File: src/rtl/seq_mult_pkg.sv
package seq_mult_pkg;

  typedef struct packed {
    logic mdLoad;
    logic mrLoad;
    logic sumClear;
    logic sumAdd;
    logic sumShift;
  } mult_strobe_t;

  typedef enum logic [1:0] {
    ST_IDLE   = 2'd0,
    ST_SETUP  = 2'd1,
    ST_STEP   = 2'd2,
    ST_FINISH = 2'd3
  } mult_state_t;

endpackage

File: src/rtl/seq_mult_adder.sv
module seq_mult_adder #(
  parameter int W = 4
) (
  input  logic [W-1:0] addA,
  input  logic [W-1:0] addB,
  output logic [W-1:0] addSum,
  output logic         addCarry
);
  logic [W:0] carryChain;

  assign carryChain[0] = 1'b0;

  for (genvar i = 0; i < W; i++) begin : g_bit
    logic halfSum;
    assign halfSum         = addA[i] ^ addB[i];
    assign addSum[i]       = halfSum ^ carryChain[i];
    assign carryChain[i+1] = (addA[i] & addB[i]) | (carryChain[i] & halfSum);
  end

  assign addCarry = carryChain[W];
endmodule

File: src/rtl/seq_mult_datapath.sv
module seq_mult_datapath
  import seq_mult_pkg::*;
#(
  parameter int OPW = 4
) (
  input  logic                 clk,
  input  logic                 rstN,
  input  mult_strobe_t         strobe,
  input  logic [OPW-1:0]       mdIn,
  input  logic [OPW-1:0]       mrIn,
  output logic                 mrBit,
  output logic [2*OPW-1:0]     sumOut
);
  localparam int PW = 2 * OPW;

  logic [OPW-1:0] mdReg;
  logic [OPW-1:0] mrReg;
  logic [PW-1:0]  sumReg;
  logic [OPW-1:0] addResult;
  logic           addCarry;
  logic [PW:0]    sumWide;

  seq_mult_adder #(.W(OPW)) u_adder (
    .addA     (sumReg[PW-1:OPW]),
    .addB     (mdReg),
    .addSum   (addResult),
    .addCarry (addCarry)
  );

  always_comb begin
    if (strobe.sumAdd) begin
      sumWide = {addCarry, addResult, sumReg[OPW-1:0]};
    end else begin
      sumWide = {1'b0, sumReg};
    end
  end

  always_ff @(posedge clk or negedge rstN) begin
    if (!rstN) begin
      mdReg <= '0;
    end else if (strobe.mdLoad) begin
      mdReg <= mdIn;
    end
  end

  always_ff @(posedge clk or negedge rstN) begin
    if (!rstN) begin
      mrReg <= '0;
    end else if (strobe.mrLoad) begin
      mrReg <= mrIn;
    end else if (strobe.sumShift) begin
      mrReg <= {1'b0, mrReg[OPW-1:1]};
    end
  end

  always_ff @(posedge clk or negedge rstN) begin
    if (!rstN) begin
      sumReg <= '0;
    end else if (strobe.sumClear) begin
      sumReg <= '0;
    end else if (strobe.sumShift) begin
      sumReg <= sumWide[PW:1];
    end else if (strobe.sumAdd) begin
      sumReg <= sumWide[PW-1:0];
    end
  end

  assign mrBit  = mrReg[0];
  assign sumOut = sumReg;
endmodule

File: src/rtl/seq_mult_control.sv
module seq_mult_control
  import seq_mult_pkg::*;
#(
  parameter int OPW = 4
) (
  input  logic         clk,
  input  logic         rstN,
  input  logic         start,
  input  logic         mrBit,
  output mult_strobe_t strobe,
  output logic         done
);
  localparam int CNT_W = $clog2(OPW + 1);
  localparam logic [CNT_W-1:0] LAST_STEP = CNT_W'(OPW - 1);

  mult_state_t      state, stateNext;
  logic [CNT_W-1:0] stepCnt;

  always_ff @(posedge clk or negedge rstN) begin
    if (!rstN) begin
      state <= ST_IDLE;
    end else begin
      state <= stateNext;
    end
  end

  always_ff @(posedge clk or negedge rstN) begin
    if (!rstN) begin
      stepCnt <= '0;
    end else if (state == ST_SETUP) begin
      stepCnt <= '0;
    end else if (state == ST_STEP) begin
      stepCnt <= stepCnt + 1'b1;
    end
  end

  always_comb begin
    stateNext = state;
    strobe    = '0;
    done      = 1'b0;
    unique case (state)
      ST_IDLE: begin
        if (start) stateNext = ST_SETUP;
      end
      ST_SETUP: begin
        strobe.mdLoad   = 1'b1;
        strobe.mrLoad   = 1'b1;
        strobe.sumClear = 1'b1;
        stateNext       = ST_STEP;
      end
      ST_STEP: begin
        strobe.sumAdd   = mrBit;
        strobe.sumShift = 1'b1;
        if (stepCnt == LAST_STEP) stateNext = ST_FINISH;
      end
      ST_FINISH: begin
        done      = 1'b1;
        stateNext = ST_IDLE;
      end
      default: stateNext = ST_IDLE;
    endcase
  end
endmodule

File: src/rtl/seq_mult.sv
module seq_mult
  import seq_mult_pkg::*;
#(
  parameter int OPW = 4
) (
  input  logic               clk,
  input  logic               rstN,
  input  logic               start,
  input  logic [OPW-1:0]     multiplicand,
  input  logic [OPW-1:0]     multiplier,
  output logic [2*OPW-1:0]   product,
  output logic               done
);
  mult_strobe_t strobe;
  logic         mrBit;

  seq_mult_control #(.OPW(OPW)) u_control (
    .clk    (clk),
    .rstN   (rstN),
    .start  (start),
    .mrBit  (mrBit),
    .strobe (strobe),
    .done   (done)
  );

  seq_mult_datapath #(.OPW(OPW)) u_datapath (
    .clk    (clk),
    .rstN   (rstN),
    .strobe (strobe),
    .mdIn   (multiplicand),
    .mrIn   (multiplier),
    .mrBit  (mrBit),
    .sumOut (product)
  );
endmodule

File: config.mk
export PLATFORM = sky130hd
export DESIGN_NAME = seq_mult
export DESIGN_NICKNAME = d
export VERILOG_FILES = /design/src/rtl/seq_mult_pkg.sv /design/src/rtl/seq_mult_adder.sv /design/src/rtl/seq_mult_datapath.sv /design/src/rtl/seq_mult_control.sv /design/src/rtl/seq_mult.sv
export SDC_FILE = /design/constraint.sdc
export NUM_CORES = 1
export LEC_CHECK = 0
export BUFFER_PORTS_ARGS = -buffer_cell sky130_fd_sc_hd__buf_2
export CORE_MARGIN = 2
export CORE_UTILIZATION = 30
export CTS_BUF_LIST = sky130_fd_sc_hd__clkbuf_4 sky130_fd_sc_hd__clkbuf_8
export CTS_CLUSTER_DIAMETER = 200
export CTS_CLUSTER_SIZE = 8
export DETAILED_ROUTE_END_ITERATION = 10
export GPL_ROUTABILITY_DRIVEN = 0
export PLACE_DENSITY = 0.57
export SYNTH_ARGS = -nofsm -noshare
export SYNTH_HDL_FRONTEND = slang
export SYNTH_SLANG_ARGS = --single-unit
File: constraint.sdc
create_clock -name clk -period 6.6 [get_ports clk]
set_input_delay 0.66 -clock clk [delete_from_list [all_inputs] [get_ports clk]]
set_output_delay 0.66 -clock clk [all_outputs]
set_load 0.01 [all_outputs]
==> impl_results.md <==
- Hold_buf cts: 0
- Crit path required time: 6.84 ns
- First-pass DRT Iterations: 2
- Area contributors post-synth: dfrtp_1 (50%), ha_1 (8.3%), mux2i_1 (7.6%), fa_1 (5.7%), mux2_2 (4.3%)
- Minimum clock period: 2.206 ns
- Via count: 677
- Combinational Power Share: about half
- CTS tree: yes
- Cell Area, Synth: 1051 um^2
- Clock slew at reported path FFs: 0.11 ns
- Syn_nets: 107
- Core Area: 3363 um^2
- Pleak: 0.6133 nW
- Starting Density: 31.25%
- CP Launch Type: flip-flop
- EDFF count, synth: 0
- Top-area cell type share of the netlist area: about half
- Clock Path Buffers: 2
- Resized cells post-CTS: 0
- Prevailing post-synth register cell: dfrtp_1
- Cell Rows: 21
- Ant diodes: 0
- Switching share of power: between 40 and 50%
- Initial antenna violation count: 0
- F_max: 453.2 MHz
- Asr flop ratio synth: 100.0%
- RSZ-0062 raised after global routing: false
- Layout area overhead: 15.12%
- Clock Root Buffer: clkbuf_4
- First-pass GRT wire length: 3105 um
- Sequential area share after synthesis: 50.00%
- CTS sink cnt: 21
- Setup crit end kind: flip-flop
- Worst-Skew Late Latency: 0.29 ns
- Final hold vios: 0
- Synth cell types: 24
- Max Cap Viol: 0
- Fin. max-slew vios: 0
- Final period util: approximately 33%
- Final routed DRC violation total: 0
- PwrDens: ~470 nW/um^2
- Seq pwr share: 38.3%
- Pin count of the biggest net entering global routing: 22
- Synth Warn #: 0
- GRT Total Usage: 9.950%
- Status: finished, final reports clean
- Register bit total from synthesis: 21
- Hold WC Path Type: primary input to asynchronous set/reset pin
- Avg Cell Area, Syn: 12.22 um^2
- Share of cells above drive strength 1: 29.25%
- Largest area contributor in the netlist: dfrtp_1
- H-tree depth: 1
- Nets: 128
- Crit path max fanout: 4
- Setup slack at placement: approximately 4.4 ns
- Drt wl/cell: approximately 12 um
- R2R Setup Slk: ~4.4 ns
- Max-slew headroom: about 65%
- Setup TNS: 0 ns
- Total gr overflow: 0
- Clk network pwr share: a little under an eighth
- Mapped Cells: 86
- Vias in the first global route: between 600 and 700
- PnR worst setup slack: about 4.4 ns
- Crit path DAT: 2.45 ns
- Peak supply drop: approximately 0.23 mV
- WS Path Type: flip-flop to flip-flop
- DP Area: approximately 1200 um^2
- Ports: 20
- Sw power: 227.8 uW
- DRT Wirelength: approximately 1800 um
- Fillcell total: 362
- Post-CTS setup buffers: 0
- CTS buffer count: 3
- Initial DRC count: 8
- Mean number of vias per cell: 4.454
- Height of the die: between 60 and 70 um
- Internal Power: 339.0 uW
- Antenna Nets Post-Route: 0
- Final setup skew: 0.003483 ns
- Least-Margin Pin Slew: 0.5219 ns
- Die width: 63.19 um
- Final HPWL from detailed placement: 1382 um
- Port Buffers: 19
- Final Cell Area: roughly 1200 um^2
- # setup viols final: 0
- Total die area: 3993 um^2
-- placed cells by master, fill, tap and decap left out, types with 3 or more instances in the layout --
master,count
a22o_1,5
a21oi_1,3
ha_1,7
inv_1,11
nor2_1,3
nand2_1,4
mux2i_1,8
fa_1,3
buf_2,19
mux2_2,4
o21ai_1,3
clkbuf_4,4
dfrtp_1,21
-- metrics by stage --
stage | utilization, % | power, mW | instances | hold WS (ns)
3_5_place_dp | 35.08 | 0.5094 | 148 | 0.5016
6_report | 35.97 | 0.5668 | 152 | 0.3003
4_1_cts | 35.97 | 0.5753 | 152 | 0.3170
3_3_place_gp | 35.08 | 0.4957 | 148 | 0.4974
2_1_floorplan | - | 0.4501 | 86 | 0.3644
5_1_grt | 35.97 | 0.6233 | 152 | 0.3118
-- kinds of logic after synthesis --
| logic type | Yosys count | synth area share [%] |
|---|---|---|
| flip-flops | 21 | 50.00 |
| adder cells (fa/ha/maj) | 10 | 14.05 |
| AND/OR/NAND/NOR | 11 | 5.714 |
| multiplexers | 12 | 11.90 |
| buffers and inverters | 14 | 6.190 |
| AO/OA/AOI/OAI | 18 | 12.14 |
-- power groups by stage --
stage               Combinational (mW)  Clock (mW)  Sequential, mW
floorplan                        0.237           0           0.213
global placement                 0.277           0           0.219
detailed placement               0.287           0           0.222
CTS                              0.290      0.0670           0.218
global route                     0.323      0.0740           0.226
finish                           0.285      0.0653           0.217
-- layout make-up --
type	instances	area (um^2)	share of cell area, %
Clock buffer	4	30.03	2.482
Inverter	11	41.29	3.413
Multi-Input combinational cell	51	460.4	38.06
Sequential cell	21	525.5	43.43
Tap cell	46	57.56	4.757
Timing Repair Buffer	19	95.09	7.859
-- flip-flops by register name, indices dropped and copies added (netlist names) --
name / count
u_datapath.mdReg: 4
u_datapath.sumOut: 8
u_control.state: 2
u_datapath.mrReg: 4
u_control.stepCnt: 3
-- worst max-delay path, cell delays in order, from the launching register on --
cell	delay [ns]
dfrtp_1	0.42
ha_1	0.22
fa_1	0.39
fa_1	0.37
inv_1	0.07
fa_1	0.40
mux2i_1	0.14
a22o_1	0.13
-- final timing paths --
path,start,endpoint,cells after the start
hold reg to reg,u_datapath.sumOut[3]$_DFFE_PN0P_,u_datapath.sumOut[3]$_DFFE_PN0P_,1
setup reg to reg,u_datapath.sumOut[4]$_DFFE_PN0P_,u_datapath.sumOut[6]$_DFFE_PN0P_,7
min in group clk,u_datapath.sumOut[3]$_DFFE_PN0P_,u_datapath.sumOut[3]$_DFFE_PN0P_,1
hold / removal,rstN,u_datapath.mrReg[2]$_DFFE_PN0P_,1
max in group asynchronous,rstN,u_datapath.sumOut[6]$_DFFE_PN0P_,1
setup / recovery,u_datapath.sumOut[4]$_DFFE_PN0P_,u_datapath.sumOut[6]$_DFFE_PN0P_,7
-- synthesized netlist by cell type, types with 2 or more instances --
| library cell | number |
|---|---|
| a21oi_1 | 3 |
| a22o_1 | 5 |
| dfrtp_1 | 21 |
| fa_1 | 3 |
| ha_1 | 7 |
| inv_1 | 11 |
| mux2_2 | 4 |
| mux2i_1 | 8 |
| nand2_1 | 4 |
| nor2_1 | 3 |
| o21ai_0 | 2 |
| o21ai_1 | 3 |
-- layer usage --
metal  wire length [um]  part of all wire, %  up-vias  GRT usage, %
li1                   -                    -      336             -
met1                864                   49      327         13.66
met2                828                   47       12         15.82
met3                 64                  3.6        2         1.964
met4                 14                 0.79        0         3.261
met5                  0                    0        -             0
No activity file was read; power rests on OpenSTA's default activity.
